===== config.mk =====
export PLATFORM = sky130hd
export DESIGN_NAME = dual_chan_combiner
export DESIGN_NICKNAME = d
export VERILOG_FILES = /design/src/rtl/dcc_pkg.sv /design/src/rtl/dcc_pair_seq.sv /design/src/rtl/dcc_sample_hold.sv /design/src/rtl/dcc_combine.sv /design/src/rtl/dual_chan_combiner.sv
export SDC_FILE = /design/constraint.sdc
export NUM_CORES = 1
export LEC_CHECK = 0
export CORE_ASPECT_RATIO = 1.4
export CORE_UTILIZATION = 60
export DETAILED_ROUTE_END_ITERATION = 10
export GPL_TIMING_DRIVEN = 1
export PLACE_DENSITY = 0.82
export SYNTH_ARGS = -nofsm -noshare
export SYNTH_HDL_FRONTEND = slang
export SYNTH_SLANG_ARGS = --single-unit

===== constraint.sdc =====
create_clock -name clk -period 5.7 [get_ports clk]
set_input_delay 0.855 -clock clk [delete_from_list [all_inputs] [get_ports clk]]
set_output_delay 0.855 -clock clk [all_outputs]
set_load 0.01 [all_outputs]

===== src/rtl/dcc_pkg.sv =====
package dcc_pkg;

    // Combination method selected by the mode input.
    typedef enum logic [1:0] {
        CMB_DIFF  = 2'b00,
        CMB_SUM   = 2'b01,
        CMB_DRIFT = 2'b10,
        CMB_RSVD  = 2'b11
    } cmb_mode_e;

    // Pairing progress of the sequencer.
    typedef enum logic [1:0] {
        PS_EMPTY    = 2'b00,
        PS_HAVE_REF = 2'b01,
        PS_HAVE_AUX = 2'b10
    } pair_state_e;

    // Actions the sequencer requests for the current sample.
    typedef struct packed {
        logic ld_ref;
        logic ld_aux;
        logic fire;
        logic err;
    } seq_act_t;

    function automatic logic mode_is_drift(input cmb_mode_e m);
        return m == CMB_DRIFT;
    endfunction

    function automatic logic mode_is_sum(input cmb_mode_e m);
        return m == CMB_SUM;
    endfunction

endpackage


===== src/rtl/dcc_pair_seq.sv =====
module dcc_pair_seq
    import dcc_pkg::*;
(
    input  logic      clk,
    input  logic      rst,
    input  logic      in_valid,
    input  logic      in_chan,
    input  cmb_mode_e mode,
    output seq_act_t  act
);

    pair_state_e st_q;
    pair_state_e st_d;
    logic        tag_seen_q;
    logic        tag_last_q;
    logic        dup_tag;
    logic        drift;

    assign drift   = mode_is_drift(mode);
    assign dup_tag = tag_seen_q && (in_chan == tag_last_q);

    always_comb begin
        act  = '0;
        st_d = st_q;
        if (in_valid) begin
            act.err = dup_tag;
            if (!in_chan) begin
                // A tag-0 sample always opens a new pair or window.
                act.ld_ref = 1'b1;
                st_d       = PS_HAVE_REF;
                if (st_q == PS_HAVE_AUX && drift) begin
                    act.fire = 1'b1;
                end
            end else begin
                if (st_q == PS_HAVE_REF) begin
                    if (drift) begin
                        act.ld_aux = 1'b1;
                        st_d       = PS_HAVE_AUX;
                    end else begin
                        act.fire = 1'b1;
                        st_d     = PS_EMPTY;
                    end
                end else begin
                    st_d = PS_EMPTY;
                end
            end
        end
    end

    always_ff @(posedge clk) begin
        if (rst) begin
            st_q       <= PS_EMPTY;
            tag_seen_q <= 1'b0;
            tag_last_q <= 1'b0;
        end else begin
            st_q <= st_d;
            if (in_valid) begin
                tag_seen_q <= 1'b1;
                tag_last_q <= in_chan;
            end
        end
    end

endmodule


===== src/rtl/dcc_sample_hold.sv =====
module dcc_sample_hold #(
    parameter int IN_W = 24
) (
    input  logic                   clk,
    input  logic                   rst,
    input  logic                   ld_ref,
    input  logic                   ld_aux,
    input  logic signed [IN_W-1:0] smp,
    output logic signed [IN_W-1:0] ref_q,
    output logic signed [IN_W-1:0] aux_q
);

    always_ff @(posedge clk) begin
        if (rst) begin
            ref_q <= '0;
            aux_q <= '0;
        end else begin
            if (ld_ref) ref_q <= smp;
            if (ld_aux) aux_q <= smp;
        end
    end

endmodule


===== src/rtl/dcc_combine.sv =====
module dcc_combine
    import dcc_pkg::*;
#(
    parameter int IN_W = 24
) (
    input  cmb_mode_e              mode,
    input  logic signed [IN_W-1:0] ref_q,
    input  logic signed [IN_W-1:0] aux_q,
    input  logic signed [IN_W-1:0] smp,
    output logic signed [IN_W+1:0] result
);

    localparam int OUT_W = IN_W + 2;

    logic signed [OUT_W-1:0] r_x;
    logic signed [OUT_W-1:0] a_x;
    logic signed [OUT_W-1:0] s_x;
    logic signed [OUT_W-1:0] pair_sum;
    logic signed [OUT_W-1:0] pair_diff;
    logic signed [OUT_W-1:0] outer_sum;
    logic signed [OUT_W-1:0] outer_avg;
    logic signed [OUT_W-1:0] drift_res;

    assign r_x = OUT_W'(ref_q);
    assign a_x = OUT_W'(aux_q);
    assign s_x = OUT_W'(smp);

    assign pair_sum  = r_x + s_x;
    assign pair_diff = r_x - s_x;
    assign outer_sum = r_x + s_x;
    assign outer_avg = outer_sum >>> 1;
    assign drift_res = outer_avg - a_x;

    always_comb begin
        if (mode_is_drift(mode)) begin
            result = drift_res;
        end else if (mode_is_sum(mode)) begin
            result = pair_sum;
        end else begin
            result = pair_diff;
        end
    end

endmodule


===== src/rtl/dual_chan_combiner.sv =====
module dual_chan_combiner
    import dcc_pkg::*;
#(
    parameter int IN_W = 24
) (
    input  logic                   clk,
    input  logic                   rst,
    input  logic                   in_valid,
    input  logic                   in_chan,
    input  logic signed [IN_W-1:0] in_data,
    input  logic [1:0]             mode,
    output logic                   out_valid,
    output logic signed [IN_W+1:0] out_data,
    output logic                   seq_err
);

    localparam int OUT_W = IN_W + 2;

    cmb_mode_e               mode_e;
    seq_act_t                act;
    logic signed [IN_W-1:0]  ref_q;
    logic signed [IN_W-1:0]  aux_q;
    logic signed [OUT_W-1:0] comb_res;

    assign mode_e = cmb_mode_e'(mode);

    dcc_pair_seq u_seq (
        .clk      (clk),
        .rst      (rst),
        .in_valid (in_valid),
        .in_chan  (in_chan),
        .mode     (mode_e),
        .act      (act)
    );

    dcc_sample_hold #(.IN_W(IN_W)) u_hold (
        .clk    (clk),
        .rst    (rst),
        .ld_ref (act.ld_ref),
        .ld_aux (act.ld_aux),
        .smp    (in_data),
        .ref_q  (ref_q),
        .aux_q  (aux_q)
    );

    dcc_combine #(.IN_W(IN_W)) u_comb (
        .mode   (mode_e),
        .ref_q  (ref_q),
        .aux_q  (aux_q),
        .smp    (in_data),
        .result (comb_res)
    );

    always_ff @(posedge clk) begin
        if (rst) begin
            out_valid <= 1'b0;
            seq_err   <= 1'b0;
            out_data  <= '0;
        end else begin
            out_valid <= act.fire;
            seq_err   <= act.err;
            if (act.fire) out_data <= comb_res;
        end
    end

endmodule


Yosys cells after proc, flatten, opt, wreduce, memory -nomap -nowiden

Cells that the tools add are included.

Register bits after elaboration: 80
Output and inout bits: 28
Word-level logic and storage cells: 33
Bits of input ports: 30

$add $sub $neg: 3
Reductions and logical operators: 3
Bitwise gates (word level): 1
Muxes and demuxes: 13
Equal/unequal tests: 5

Operators by type and width:

| kind                                                                   | number |
|---|---|
| 26-bit 2-to-1 mux                                                      | 2 |
| 24-bit by 24-bit subtractor with 25-bit output                         | 2 |
| 24-bit by 24-bit adder with 25-bit output                              | 1 |
| 2-bit 2-to-1 mux                                                       | 4 |
| 1-bit 2-to-1 mux                                                       | 6 |
| 2-bit by 1-bit equality test with 1-bit output (second input constant) | 2 |
| 2-bit equality test (second input constant)                            | 2 |
| 4-bit 2-to-1 mux                                                       | 1 |
| 1-bit logical AND                                                      | 2 |
| 2-bit OR reduction                                                     | 1 |
| 1-bit equality test                                                    | 1 |
| 1-bit NOT                                                              | 1 |

Longest topological paths before layout

Depth after elaboration: 5
Gate-level depth with buffers: 20
Depth with buffers taken out: 18

By module

A second synthesis with hierarchy kept.

Cells, all modules: 882
Area total of the unflattened synthesis: 7,131.8 um^2

Modules (own cells, without submodules):

| module             | sequential area each (um^2) | cells an instance | area each (um^2) | times used |
|---|---|---|---|---|
| dcc_combine        | 0.0                         | 615               | 4,175.3          | 1 |
| dcc_sample_hold    | 960.9                       | 155               | 1,746.7          | 1 |
| dual_chan_combiner | 560.5                       | 88                | 997.2            | 1 |
| dcc_pair_seq       | 80.1                        | 24                | 212.7            | 1 |

Worst setup path after synthesis

Ideal clock, no wire load.

Path type: in2reg
Start point: input port in_data[0]
End point: register out_data[22]
Buffers on the path: 1
Stages: 19
Setup time: 126 ps
Slack: 1,111 ps
Data required time: 5,574 ps
Arrival: 4,463 ps
Path through: ha_1 -> inv_1 -> fa_1 -> o21ba_2 -> or4_4 -> a21oi_2 -> o21bai_1 -> a21oi_1 -> xnor2_1 -> ha_1 -> clkbuf_1 -> a21o_1 -> a21o_1 -> a221oi_1 -> o21ai_1 -> a31o_2 -> and4b_1 -> nor3_1 -> a31oi_1

Word-level cells in the longest chain between the ends: 3
Elaborated cells on any way between the ends: 5
Classes of those cells: 3 x add/sub; 2 x mux

Ends and longest elaborated chain:

| item                                                                                                               | line                                                    | RTL |
|---|---|---|
| start: declaration                                                                                                 | dual_chan_combiner.sv:10                                | `input logic signed [IN_W-1:0] in_data,` |
| 24-bit by 24-bit adder with 25-bit output / 24-bit by 24-bit subtractor with 25-bit output (equally long branches) | dcc_combine.sv:28, dcc_combine.sv:30, dcc_combine.sv:29 |  |
| 24-bit by 24-bit subtractor with 25-bit output / 26-bit 2-to-1 mux (equally long branches)                         | dcc_combine.sv:32, dcc_combine.sv:37                    |  |
| 26-bit 2-to-1 mux *                                                                                                | dcc_combine.sv:35                                       | `if (mode_is_drift(mode)) begin` |
| end signal: assignment                                                                                             | dual_chan_combiner.sv:62                                | `if (act.fire) out_data <= comb_res;` |
| end: declaration                                                                                                   | dual_chan_combiner.sv:13                                | `output logic signed [IN_W+1:0] out_data,` |

Every way passes the cells marked *; elsewhere a longest branch is shown, timed or not.
A chain may end at the register's enable or synchronous reset.

Worst setup path after layout

Start point: input port in_data[6]
End point: register out_data[19]

The elaborated chain is that of the path after synthesis.

==> impl_metrics.toml <==
[run_status]
status = "finished clean"

[timing]
drv_slew = 0
finalCritPeriodShare_pct = 90.5
fmax_mhz = 194
slew_headroom_pct = 46.0
rsz0062_at_grt = "no"
finalSetupViolations = 0
max_slew.worst_pin.slew_ns = 0.809
fin_tns_setup_ns = 0
final_hold_viol_count = 0
skew_ns = 0.00780
period_minus_slack_ns = 5.16

[floorplan]
io_pins = 58
die_w_um = 95.4
rows = 47
die_area_sq_um = 12700
die-height_um = 133
initial_core_util_pct = 61.7
core_sq_um = 11900

[critical_path]
crit_cells = 18
end_kind = "flop"
worst_setup_path_start_kind = "input port"
slowest_delay_ns = 0.60
cp_slowest_cell = "or4_1"
required_ns = 5.93
crit_arrival_ns = 5.39
path_cells = "clkdlybuf4s50_1, inv_1, ha_1, or4_1, nor4_1, o21ai_1, nand4b_1, a211o_2, a21oi_1, xnor2_1, ha_1, a21o_1, a21o_1, a211o_1, o21a_1, xnor2_1, o221ai_1, o31a_1"
r2r_cells = 18
cp_max_fo = 8
cp_top_family = "compound AO/OA/AOI/OAI gates"
crit_buf_inv = 2
worstSetupPathType = "in2reg"

[synthesis]
synth_cell_type_count = 74
async_reset_ff_share_pct = 0
synth_seq_cells = 79
yosysWarningCount = 0
synth_area_leader_cell = "dfxtp_1"
synth_top_cells_by_area = "dfxtp_1 (22%), ha_1 (12%), nand2_1 (7.4%)"
postSynthAreaPerCell_sq_um = 7.25
ys.flop_type = "dfxtp_1"
synth_most_common_cell = "nand2_1"
synth.yosys.seq_area_share_pct = 21.6
synth_top_area_share_pct = 21.6
synth.net_count = 1115
syn-cell-area_sq_um = 7330
synthCells = 1010
synth_edf_count = 0
ys_top_cells_by_count = "nand2_1 (144), a21oi_1 (100), dfxtp_1 (79), nor2_1 (78), inv_1 (74)"

[grt]
grt_max_degree = 50
grt.total_usage_pct = 36.1
grt_pass1_vias = 7089
antenna_found_initial = 0
grt_pass1_wl_um = 35200
grt-ovfl-total = 0

[min_path]
min_path_type = "reg2reg"
hold_depth = 2

[clock_tree]
ctsHtreeMaxLevel = 3
path_clk_slew_ns = 0.07
postCtsHoldBufs = 0
cts_sinks = 79
insertion_delay_ns = 0.35
post_cts_buffers = 0
ctsResizeCount = 0
cts_tree = "built"
clockBufferDepth = 2
cts_buffers = 9
clock-root-buffer = "clkbuf_16"

[place]
place.gp.congestion = 1.03
io_buffers = 57
dpl.hpwl_um = 16600

[final_layout]
nFillCells = 1069
drive_gt1_share_pct = 5.88
nets = 1138
diodes = 0
syn2layout_area_growth_pct = 13.0

[pwr]
peakVddDrop_v = 0.000160
power_w = 0.00186
power.density_nw_per_um2 = 224
power.leakage_nw = 3.31

[drt]
detail-route-antenna-nets = 0
drc_errors = 0
drt_iter0_markers = 538
wire_per_inst_um = 18.7
wirelength_um = 22100
viasPerCell = 6.24
via_count = 7384
dr.pass1.iters = 6

[flow_run]
maxCapViolCount = 0
area by class of cell:
type                            instances  area (sq um)  area share, %
Timing Repair Buffer                   77           716           8.64
Tap cell                              147           184           2.22
Clock buffer                            9           225           2.72
Sequential cell                        79          1580           19.1
Multi-Input combinational cell        791          5200           62.8
Clock inverter                          6          93.8           1.13
Inverter                               75           282           3.40
stage by stage:
stage | util [%] | instance area [sq um] | setup slack [ns] | std cells | hold slack, ns
after global routing | 69.7 | 8280 | 0.223 | 1184 | 0.473
after CTS | 69.7 | 8280 | 0.570 | 1184 | 0.453
after global placement | 67.0 | 7960 | 0.343 | 1169 | 0.436
after floorplan | - | 7330 | 1.11 | 1010 | 0.424
final | 69.7 | 8280 | 0.541 | 1184 | 0.453
after detailed placement | 67.0 | 7960 | 0.233 | 1169 | 0.443
per-layer routing:
layer	vias to the layer above	track usage [%]	share of wire, %
li1	3603	-	-
met1	3417	39.1	38
met2	269	60.9	50
met3	95	6.32	4.9
met4	0	27.4	7.4
met5	-	0	0
registers in the layout, summed over array words and instances, names as in the netlist:
signal / cells
out_valid: 1
u_seq.st_q: 2
seq_err: 1
u_seq.tag_last_q: 1
u_hold.ref_q: 24
u_hold.aux_q: 24
out_data: 25
u_seq.tag_seen_q: 1
tightest hold or removal path: cells and delay by family (launching register included):
kind	cells	cell delay, ns
flops	1	0.32
simple gates	2	0.10
path summary, 6_finish.rpt:
check / slack (ns) / from / endpoint
worst max-delay path: 0.54 / in_data[6] / out_data[19]$_SDFFE_PP0P_
worst min register to register: 0.45 / u_seq.tag_seen_q$_SDFFE_PP0P_ / seq_err$_SDFF_PP0_
worst max register to register: 1.28 / u_hold.ref_q[0]$_SDFFE_PP0P_ / out_data[22]$_SDFFE_PP0P_
worst min-delay path: 0.45 / u_seq.tag_seen_q$_SDFFE_PP0P_ / seq_err$_SDFF_PP0_
report_power, final:
group,total (W),internal [W],switching (W)
combinational,0.000637,0.000261,0.000375
clock,0.000642,0.000385,0.000257
sequential,0.000577,0.000567,0.0000103
total,0.00186,0.00121,0.000643
kinds of logic (layout without fill, tap and decap cells):
family	Yosys count	count (layout)	share of synthesized area, %
AND/OR/NAND/NOR	353	353	22.4
multiplexers	11	11	1.55
AO/OA/AOI/OAI	299	299	27.5
XOR/XNOR	53	53	6.34
flip-flops	79	79	21.6
adder cells (fa/ha/maj)	75	75	13.1
buffers and inverters	140	167	7.48
cells in the final DEF, fill, tap and decap left out, types with 4 or more instances in the layout:
cell type	count
nand2_1	144
a21oi_1	100
dfxtp_1	79
nor2_1	78
inv_1	74
ha_1	72
clkdlybuf4s50_1	56
xnor2_1	43
o21ai_0	31
nor3_1	22
a21o_1	21
buf_4	20
nand3_1	19
a211oi_1	17
a31oi_1	16
o21bai_1	16
nor2b_1	15
nand2b_1	14
o21a_1	12
o211ai_1	11
xor2_1	10
and2_1	9
a221oi_1	9
clkbuf_16	9
and3_1	8
mux2i_1	8
nor4_1	8
nand4_1	7
or2_2	7
or3_1	6
o31ai_1	6
a311oi_1	6
o2111ai_1	4
a2111oi_0	4
o21ai_1	4
o221ai_1	4
a41oi_1	4
No activity file was read; power rests on OpenSTA's default activity.
